**config.mk**
```make
export PLATFORM = sky130hd
export DESIGN_NAME = addr_space_mapper
export DESIGN_NICKNAME = d
export VERILOG_FILES = /design/src/rtl/asm_pkg.sv /design/src/rtl/asm_req_sel.sv /design/src/rtl/asm_perm_mask.sv /design/src/rtl/asm_prefix_map.sv /design/src/rtl/addr_space_mapper.sv
export SDC_FILE = /design/constraint.sdc
export NUM_CORES = 1
export LEC_CHECK = 0
export BUFFER_PORTS_ARGS = -buffer_cell sky130_fd_sc_hd__buf_2
export CAP_MARGIN = 25
export CORE_AREA = 5 5 228 230
export CTS_BUF_LIST = sky130_fd_sc_hd__clkbuf_2
export CTS_CLUSTER_SIZE = 10
export DETAILED_ROUTE_END_ITERATION = 8
export DIE_AREA = 0 0 233 235
export PLACE_DENSITY = 0.57
export SETUP_SLACK_MARGIN = 0.5
export SLEW_MARGIN = 30
export SYNTH_ARGS = -nofsm -noshare
export SYNTH_HDL_FRONTEND = slang
export SYNTH_SLANG_ARGS = --single-unit
```
**constraint.sdc**
```tcl
create_clock -name clk_i -period 2.2 [get_ports clk_i]
set_input_delay 0.33 -clock clk_i [delete_from_list [all_inputs] [get_ports clk_i]]
set_output_delay 0.33 -clock clk_i [all_outputs]
set_load 0.005 [all_outputs]
```
**src/rtl/asm_pkg.sv**
```systemverilog
package asm_pkg;
  typedef enum logic [1:0] {
    ASC_PRI    = 2'd0,
    ASC_UNSUPP = 2'd1,
    ASC_SEC    = 2'd2,
    ASC_HOME   = 2'd3
  } asc_mode_e;

  typedef enum logic [1:0] {
    ACC_RD    = 2'd0,
    ACC_WR    = 2'd1,
    ACC_FETCH = 2'd2,
    ACC_RSV   = 2'd3
  } acc_kind_e;

  localparam int PERM_W = 3;
  localparam logic [PERM_W-1:0] PERM_ALL  = 3'b111;
  localparam logic [PERM_W-1:0] PERM_X    = 3'b001;
  localparam logic [PERM_W-1:0] PERM_NOTX = 3'b110;
endpackage

```
**src/rtl/asm_req_sel.sv**
```systemverilog
module asm_req_sel
  import asm_pkg::*;
#(
  parameter int ADDR_W    = 64,
  parameter int PAGE_BITS = 12
) (
  input  logic              req_valid_i,
  input  logic [ADDR_W-1:0] vaddr_i,
  input  logic [1:0]        acc_i,
  input  logic              dat_en_i,
  input  logic [1:0]        mode_i,
  input  logic [ADDR_W-1:0] cr_pri_i,
  input  logic [ADDR_W-1:0] cr_sec_i,
  input  logic [ADDR_W-1:0] cr_home_i,
  output logic              walk_req_o,
  output logic              bypass_o,
  output logic              bad_mode_o,
  output logic [ADDR_W-1:0] vaddr_al_o,
  output logic [ADDR_W-1:0] asce_o
);
  asc_mode_e mode;
  logic      fetch;

  assign mode  = asc_mode_e'(mode_i);
  assign fetch = (acc_kind_e'(acc_i) == ACC_FETCH);

  assign vaddr_al_o = {vaddr_i[ADDR_W-1:PAGE_BITS], {PAGE_BITS{1'b0}}};

  assign bypass_o   = req_valid_i && !dat_en_i;
  assign bad_mode_o = req_valid_i && dat_en_i && (mode == ASC_UNSUPP);
  assign walk_req_o = req_valid_i && dat_en_i && (mode != ASC_UNSUPP);

  always_comb begin
    unique case (mode)
      ASC_PRI:  asce_o = cr_pri_i;
      ASC_HOME: asce_o = cr_home_i;
      ASC_SEC:  asce_o = fetch ? cr_pri_i : cr_sec_i;
      default:  asce_o = '0;
    endcase
  end
endmodule

```
**src/rtl/asm_perm_mask.sv**
```systemverilog
module asm_perm_mask
  import asm_pkg::*;
(
  input  logic [1:0]        mode_i,
  input  logic              fetch_i,
  input  logic [PERM_W-1:0] perm_i,
  output logic [PERM_W-1:0] perm_o
);
  logic [PERM_W-1:0] keep;

  always_comb begin
    keep = PERM_ALL;
    if (asc_mode_e'(mode_i) == ASC_SEC) keep = fetch_i ? PERM_X : PERM_NOTX;
  end

  assign perm_o = perm_i & keep;
endmodule

```
**src/rtl/asm_prefix_map.sv**
```systemverilog
module asm_prefix_map #(
  parameter int ADDR_W   = 64,
  parameter int LOW_SPAN = 8192
) (
  input  logic [ADDR_W-1:0] raddr_i,
  input  logic [ADDR_W-1:0] prefix_i,
  output logic [ADDR_W-1:0] aaddr_o
);
  localparam logic [ADDR_W:0] SPAN = (ADDR_W+1)'(LOW_SPAN);

  logic [ADDR_W:0] r_ext, p_ext, p_end;
  logic            in_low, in_pre;

  assign r_ext  = {1'b0, raddr_i};
  assign p_ext  = {1'b0, prefix_i};
  assign p_end  = p_ext + SPAN;
  assign in_low = r_ext < SPAN;
  assign in_pre = (r_ext >= p_ext) && (r_ext < p_end);

  always_comb begin
    if (in_low)      aaddr_o = raddr_i + prefix_i;
    else if (in_pre) aaddr_o = raddr_i - prefix_i;
    else             aaddr_o = raddr_i;
  end
endmodule

```
**src/rtl/addr_space_mapper.sv**
```systemverilog
module addr_space_mapper
  import asm_pkg::*;
#(
  parameter int ADDR_W    = 64,
  parameter int PAGE_BITS = 12,
  parameter int LOW_SPAN  = 8192
) (
  input  logic              clk_i,
  input  logic              rst_ni,
  input  logic              req_valid_i,
  input  logic [ADDR_W-1:0] req_vaddr_i,
  input  logic [1:0]        req_acc_i,
  input  logic              dat_en_i,
  input  logic [1:0]        asc_mode_i,
  input  logic [ADDR_W-1:0] cr_pri_i,
  input  logic [ADDR_W-1:0] cr_sec_i,
  input  logic [ADDR_W-1:0] cr_home_i,
  input  logic [ADDR_W-1:0] prefix_i,
  output logic              walk_req_o,
  output logic [ADDR_W-1:0] walk_vaddr_o,
  output logic [ADDR_W-1:0] walk_asce_o,
  input  logic              walk_done_i,
  input  logic [ADDR_W-1:0] walk_raddr_i,
  input  logic [2:0]        walk_perm_i,
  output logic              res_valid_o,
  output logic [ADDR_W-1:0] res_addr_o,
  output logic [2:0]        res_perm_o,
  output logic              res_err_o
);
  logic              bypass, bad_mode;
  logic [1:0]        ctx_mode_q;
  logic              ctx_fetch_q;
  logic [PERM_W-1:0] perm_masked;
  logic [ADDR_W-1:0] pre_addr, abs_addr;
  logic              nxt_valid, nxt_err;
  logic [PERM_W-1:0] nxt_perm;

  asm_req_sel #(.ADDR_W(ADDR_W), .PAGE_BITS(PAGE_BITS)) u_sel (
    .req_valid_i (req_valid_i),
    .vaddr_i     (req_vaddr_i),
    .acc_i       (req_acc_i),
    .dat_en_i    (dat_en_i),
    .mode_i      (asc_mode_i),
    .cr_pri_i    (cr_pri_i),
    .cr_sec_i    (cr_sec_i),
    .cr_home_i   (cr_home_i),
    .walk_req_o  (walk_req_o),
    .bypass_o    (bypass),
    .bad_mode_o  (bad_mode),
    .vaddr_al_o  (walk_vaddr_o),
    .asce_o      (walk_asce_o)
  );

  // context of the walk in flight, used when the walker answers
  always_ff @(posedge clk_i or negedge rst_ni) begin
    if (!rst_ni) begin
      ctx_mode_q  <= '0;
      ctx_fetch_q <= 1'b0;
    end else if (walk_req_o) begin
      ctx_mode_q  <= asc_mode_i;
      ctx_fetch_q <= (acc_kind_e'(req_acc_i) == ACC_FETCH);
    end
  end

  asm_perm_mask u_mask (
    .mode_i  (ctx_mode_q),
    .fetch_i (ctx_fetch_q),
    .perm_i  (walk_perm_i),
    .perm_o  (perm_masked)
  );

  always_comb begin
    nxt_valid = 1'b0;
    nxt_err   = 1'b0;
    nxt_perm  = '0;
    pre_addr  = walk_vaddr_o;
    if (walk_done_i) begin
      nxt_valid = 1'b1;
      nxt_perm  = perm_masked;
      pre_addr  = walk_raddr_i;
    end else if (bypass) begin
      nxt_valid = 1'b1;
      nxt_perm  = PERM_ALL;
    end else if (bad_mode) begin
      nxt_valid = 1'b1;
      nxt_err   = 1'b1;
    end
  end

  asm_prefix_map #(.ADDR_W(ADDR_W), .LOW_SPAN(LOW_SPAN)) u_pfx (
    .raddr_i  (pre_addr),
    .prefix_i (prefix_i),
    .aaddr_o  (abs_addr)
  );

  always_ff @(posedge clk_i or negedge rst_ni) begin
    if (!rst_ni) begin
      res_valid_o <= 1'b0;
      res_addr_o  <= '0;
      res_perm_o  <= '0;
      res_err_o   <= 1'b0;
    end else begin
      res_valid_o <= nxt_valid;
      res_err_o   <= nxt_err;
      res_perm_o  <= nxt_perm;
      res_addr_o  <= nxt_err ? '0 : abs_addr;
    end
  end
endmodule

```
==> out/qor.csv, run 1 <==
metric,value,unit
status,finished with violations,
clock-pin slew on the worst setup and hold paths,270,ps
RSZ-0062 raised after global routing,yes,
drt drc,0,
Ys Warns,0,
via count,23385,
Initial DRC Count,1853,
Final Hold Viols,0,
HPWL Detailed,87600,µm
fin crit share,1.899,
"Req. time, crit path",2880,ps
Worst Skew,32.53,ps
Area Overhead vs Synth,85.66,%
Final Critical Period,4179,ps
largest area contributor in the netlist,ha_1,
Antenna Nets Post-Route,0,
Wirelength per Cell,24.66,µm
vias per inst,5.487,
Crit path largest cell delay,590,ps
mapped cell area,15510,µm²
Global Route Usage Sum,0.3582,
Port Buf Inserts,569,
Starting Density,0.3123,
global-route wire length before repair,149100,µm
Final nets,4148,
H-Tree Level Count,3,
Final Max Slew Viols,0,
Pwr Density,420.8,nW/µm²
HP Class,input pin to flip-flop,
Yosys top cell area share,0.1436,
CP arrival,4850,ps
worst-path fanout max,7,
post-route insts no fill,4262,
peak supply drop,0.2277,mV
total wire length,105100,µm
CP dominant cell by count,buf_4,
most frequent cells in the layout,"buf_4, buf_2, nand2_1",
critical path type,input pin to flip-flop,
chip width,233,µm
post-synthesis instance total,2213,
Worst Max-Slew Pin Slew,672.0,ps
Net Switching,5.671,mW
CTS tree,done,
area of the die,54760,µm²
share of layout cells above drive strength 1,0.5147,
register bit count reported by yosys,72,
synth unique cells,80,
Root Driver,clkbuf_2,
Final TNS setup,-118860,ps
sw frac,0.4681,
asr flop ratio synth,1.000,
antenna violations before repair,19,
Max-cap violations,0,
iteration count of the initial detailed-routing pass,6,
I/O pin total,594,
Clock power frac,0.082,
FP Rows,82,
largest net degree at the start of global routing,65,
Synth Flop Type,dfrtp_1,
Fill cells,4779,
Leak Pwr,14.30,nW
total CTS buffers,9,
worst setup margin,-1979,ps
final setup vio count,64,
Die Height,235,µm
failing checks,negative setup slack,
"commonest non-fill, non-tap cell in the layout",buf_4,
Int Power,6.444,mW
Worst-Skew Late Latency,750,ps
CP Capture Type,flip-flop,
"EDFF count, synth",0,
Longest Clk Path Bufs,2,
crit start category,input pin,
clk sinks,72,
Final Core Density,0.5797,
sequential share of power,0.149,
core area,49660,µm²
GRT Residual Overflow,0,
Max-slew headroom,0.5480,
"slowest stage cell, crit path",or4_4,
synth top area cells,"ha_1, dfrtp_1, a21oi_1",
"Seq/Total Area, Yosys",0.1162,
placed insts,4120,
achievable clock frequency,0.2393,GHz
Place WS,-3426,ps
GP Congestion,1.063,
post-synthesis area per instance,7.007,µm²
vias in the first global route,23461,
Power Total,12.12,mW
Logic pwr share,0.769,
-- sequential cells by signal (all words and copies together), names as in the netlist --
signal	flops
ctx_mode_q	2
ctx_fetch_q	1
res_valid_o	1
res_err_o	1
res_perm_o	3
res_addr_o	64
-- logic make-up (layout without fill, tap and decap cells) --
group / Yosys count / count (layout) / share of synthesized area
multiplexers: 121 / 121 / 0.08118
other: 1 / 25 / 0.0002418
XOR/XNOR: 72 / 72 / 0.04067
flip-flops: 72 / 72 / 0.1162
AO/OA/AOI/OAI: 733 / 733 / 0.3061
adder cells (fa/ha/maj): 180 / 180 / 0.1462
AND/OR/NAND/NOR: 698 / 699 / 0.2113
buffers and inverters: 336 / 1688 / 0.09812
-- stage by stage --
step,hold WS (ps),area (µm²)
detailed placement,343.5,25120
finish,35.59,28790
global placement,343.3,25120
global route,40.53,28780
CTS,5.998,27730
floorplan,34.41,16060
-- layout make-up --
class | instances | area, µm² | share of cell area
diodes | 13 | 32.53 | 0.001130
flip-flops and latches | 72 | 1802 | 0.06258
well taps | 672 | 840.8 | 0.02921
repair buffers | 1530 | 11320 | 0.3933
multi-input cells | 1817 | 14130 | 0.4907
inverters | 142 | 538.0 | 0.01869
clock buffers | 9 | 45.04 | 0.001565
clock inverters | 7 | 80.08 | 0.002782
-- worst max-delay path, delay by kind of cell --
family	cells	cell delay [ps]
xor gates and xnor gates	1	130
and+or+nand+nor	7	1360
adders and majority gates	1	300
buffers and inverters	7	940
AOI/OAI and AO/OA	9	1760
-- final timing paths --
check,startpoint,to,slack (ps),depth (start not counted)
setup / recovery,prefix_i[33],res_addr_o[63],-1980,25
hold / removal,req_valid_i,ctx_mode_q[1],40,4
setup reg to reg,ctx_fetch_q,res_perm_o[0],630,3
hold reg to reg,ctx_fetch_q,ctx_fetch_q,600,2
max in group asynchronous,rst_ni,res_addr_o[61],1430,3
min in group asynchronous,rst_ni,res_addr_o[44],60,2
-- power groups by stage --
stage | Sequential, mW | Clock [mW] | Combinational, mW
after detailed placement | 1.82 | 0 | 7.73
final | 1.81 | 0.991 | 9.32
after global routing | 1.81 | 1.05 | 9.85
after floorplan | 1.74 | 0 | 3.45
after global placement | 1.83 | 0 | 7.66
after CTS | 1.80 | 1.02 | 8.68
-- cells in the mapped netlist, types with 17 or more instances --
cell type    n
mux2_2      38
o21bai_1    33
nor3_1      62
o21ai_0    185
nand4_1     40
dfrtp_1     72
o31ai_1     22
a21o_1      40
nand2_1    206
clkbuf_1   103
nor2b_1     22
and2_1      19
inv_1      141
o221ai_1    18
ha_1       178
nor4_1      30
xnor2_1     67
nand2b_1    21
mux2i_1     83
nand3_1     53
nor2_1     189
a31oi_1     17
o211ai_1    20
buf_4       64
a211oi_1    32
a21oi_1    206
-- per-layer routing --
| layer | GRT usage | vias to the layer above | wire length [µm] |
|---|---|---|---|
| met3 | 0.03610 | 222 | 6866 |
| met2 | 0.6155 | 1163 | 50390 |
| met5 | 0 | - | 7 |
| li1 | - | 10782 | - |
| met1 | 0.4501 | 11216 | 42020 |
| met4 | 0.1649 | 2 | 5815 |
-- what timing repair did --
| action | 4_1_cts | 5_1_grt |
|---|---|---|
| hold buffers | 16 | 1 |
| gates resized for setup | 434 | 131 |
| endpoints found under the setup margin | 158 | 151 |
| buffers inserted | 60 | 26 |
| hold endpoints to repair | 78 | 1 |
| pin swaps | 96 | 81 |
| gates cloned | 6 | 5 |
No activity file was read; power rests on OpenSTA's default activity.
==> inputs of run 2 (changes only) <==
Settings changed: PLACE_DENSITY 0.57 to 0.59, SLEW_MARGIN 30 to default.
Clock period 2.2 ns to 3.59 ns, I/O delays scaled along.
==> run 2 against run 1 <==
Net effect: the run still ends with negative setup slack left; via count decreased by 3.6%; clock power decreased by 34%; count of clock-buffer cells in the layout increased by 1; utilization decreased by 4.7 points; power decreased by 41%; global-route usage decreased by 2.0 points; worst setup slack improved by 1000 ps; critical endpoint is now res_addr_o[35]; largest power group unchanged; highest routed layer unchanged.
==> out/qor.csv, run 2 (synthesis gave the netlist of run 1 again) <==
metric,value,unit,change
status,finished with violations,,
failing checks,negative setup slack,,
Antenna Nets Post-Route,0,,unchanged
"CP delay by family, top",simple AND/OR/NAND/NOR gates,,
clk sinks,72,,unchanged
max FFs per register,64,,unchanged
largest net degree at the start of global routing,63,,-3.1%
Final Hold Viols,0,,unchanged
global-route wire length before repair,141900,µm,-4.9%
Final nets,4024,,-3.0%
core area,49660,µm²,unchanged
vias per inst,5.454,,-0.61%
share of layout cells above drive strength 1,0.4790,,-0.03567
peak supply drop,0.1510,mV,-34%
Max-slew headroom,0.4047,,-0.1433
final setup vio count,64,,unchanged
CP Capture Type,flip-flop,,
Global Route Usage Sum,0.3383,,-0.01993
Wirelength per Cell,23.84,µm,-3.3%
CP bufs+invs,6,,-1
Crit path largest cell delay,320,ps,-270 ps
critical path type,input pin to flip-flop,,
Worst-Skew Late Latency,650,ps,-100 ps
Final Critical Period,4529,ps,
Max-cap violations,0,,unchanged
worst setup margin,-938.5,ps,+1040 ps
RSZ-0062 raised after global routing,yes,,
Die Height,235,µm,unchanged
CP dominant cell by count,buf_12,,
Starting Density,0.3123,,unchanged
chip width,233,µm,unchanged
worst-path fanout max,7,,unchanged
total CTS buffers,9,,unchanged
Largest Register,res_addr_o,,
Fill cells,4921,,+3.0%
biggest regs,"res_addr_o: 64 flops, res_perm_o: 3 flops, ctx_mode_q: 2 flops",,
Area Overhead vs Synth,70.63,%,
CP arrival,5120,ps,+270 ps
HPWL Detailed,82730,µm,-5.6%
Longest Clk Path Bufs,2,,unchanged
"Req. time, crit path",4180,ps,+1300 ps
via count,22545,,-3.6%
area of the die,54760,µm²,unchanged
fin crit share,1.261,,
crit start category,input pin,,
"slowest stage cell, crit path",ha_1,,
vias in the first global route,22540,,-3.9%
GP Congestion,1.045,,-1.7%
Leak Pwr,13.51,nW,-5.6%
CTS tree,done,,
I/O pin total,594,,unchanged
Power Total,7.123,mW,-41%
Final TNS setup,-52560,ps,+66290 ps
antenna violations before repair,18,,-1
Worst Max-Slew Pin Slew,893.0,ps,+221.0 ps
placed cell area,24610,µm²,-2.0%
flop-to-flop setup slack,2470,ps,+1840 ps
Initial DRC Count,1899,,+2.5%
fin area,26460,µm²,-8.1%
most frequent cells in the layout,"buf_4, buf_2, nand2_1",,
achievable clock frequency,0.2208,GHz,
iteration count of the initial detailed-routing pass,7,,+1
Worst Skew,0.7299,ps,-31.80 ps
Root Driver,clkbuf_2,,
Pwr Density,269.2,nW/µm²,-36%
"commonest non-fill, non-tap cell in the layout",buf_4,,
clock-pin slew on the worst setup and hold paths,290,ps,+20 ps
total wire length,98570,µm,-6.2%
Port Buf Inserts,569,,unchanged
H-Tree Level Count,3,,unchanged
HP Class,input pin to flip-flop,,
FP Rows,82,,unchanged
GRT Residual Overflow,0,,unchanged
drt drc,0,,unchanged
Final Max Slew Viols,0,,unchanged
run 2: cell count changes in the layout (fill, tap and decap cells not counted), moves of 8 or more:
cell	before	now
a21oi_1	192	183
a21oi_2	16	24
buf_2	512	561
buf_4	832	787
buf_6	122	22
dlygate4sd3_1	15	1
mux2i_1	36	82
mux2i_2	15	1
mux2i_4	32	0
o21ai_0	93	146
o21ai_1	39	22
o21ai_2	38	21
o21ai_4	20	1
run 2: final timing paths:
kind,from,endpoint,cells after the start
worst max-delay path,prefix_i[21],res_addr_o[35],29
worst min-delay path,req_valid_i,res_valid_o,2
worst max register to register,ctx_mode_q[1],res_perm_o[0],3
worst min register to register,ctx_mode_q[0],ctx_mode_q[0],2
max in group asynchronous,rst_ni,res_addr_o[3],3
min in group asynchronous,rst_ni,res_addr_o[59],2
run 2: report_power, final:
group | internal [mW] | total (mW) | switching, mW
clock | 0.229 | 0.652 | 0.422
sequential | 0.981 | 1.13 | 0.149
combinational | 2.59 | 5.34 | 2.75
total | 3.80 | 7.12 | 3.32
run 2: what timing repair did:
| item | in CTS | in global routing |
|---|---|---|
| gates cloned | 8 | 3 |
| hold buffers | 1 | 0 |
| pin swaps | 73 | 40 |
| endpoints found under the hold margin | 47 | 0 |
| setup endpoints to repair | 64 | 71 |
| setup buffers | 25 | 15 |
| gates resized for setup | 136 | 100 |
run 2: layer usage:
layer  share of wire  vias up  GRT usage
li1                -    10479          -
met1            0.39    10708     0.4159
met2            0.47     1106     0.5731
met3           0.078      242    0.05940
met4           0.061       10     0.1565
met5         0.00071        -          0
run 2: layout make-up:
cell class / instances / area, µm² / area share
multi-input combinational: 1816 / 13370 / 0.5052
timing repair buffer: 1407 / 9754 / 0.3687
sequential: 72 / 1802 / 0.06810
tap: 672 / 840.8 / 0.03178
inverter: 142 / 538.0 / 0.02033
clock inverter: 6 / 83.83 / 0.003168
clock buffer: 10 / 50.05 / 0.001892
antenna: 9 / 22.52 / 0.0008512
run 2: per-stage QoR:
step	hold slack, ps	setup WS (ps)	utilization	instances
floorplan	242.9	-1100	-	2224
global placement	514.2	-1883	0.4955	4057
detailed placement	533.5	-2112	0.4955	4057
CTS	71.18	-760.6	0.5206	4107
global route	75.77	-1111	0.5326	4130
finish	123.1	-938.5	0.5328	4134
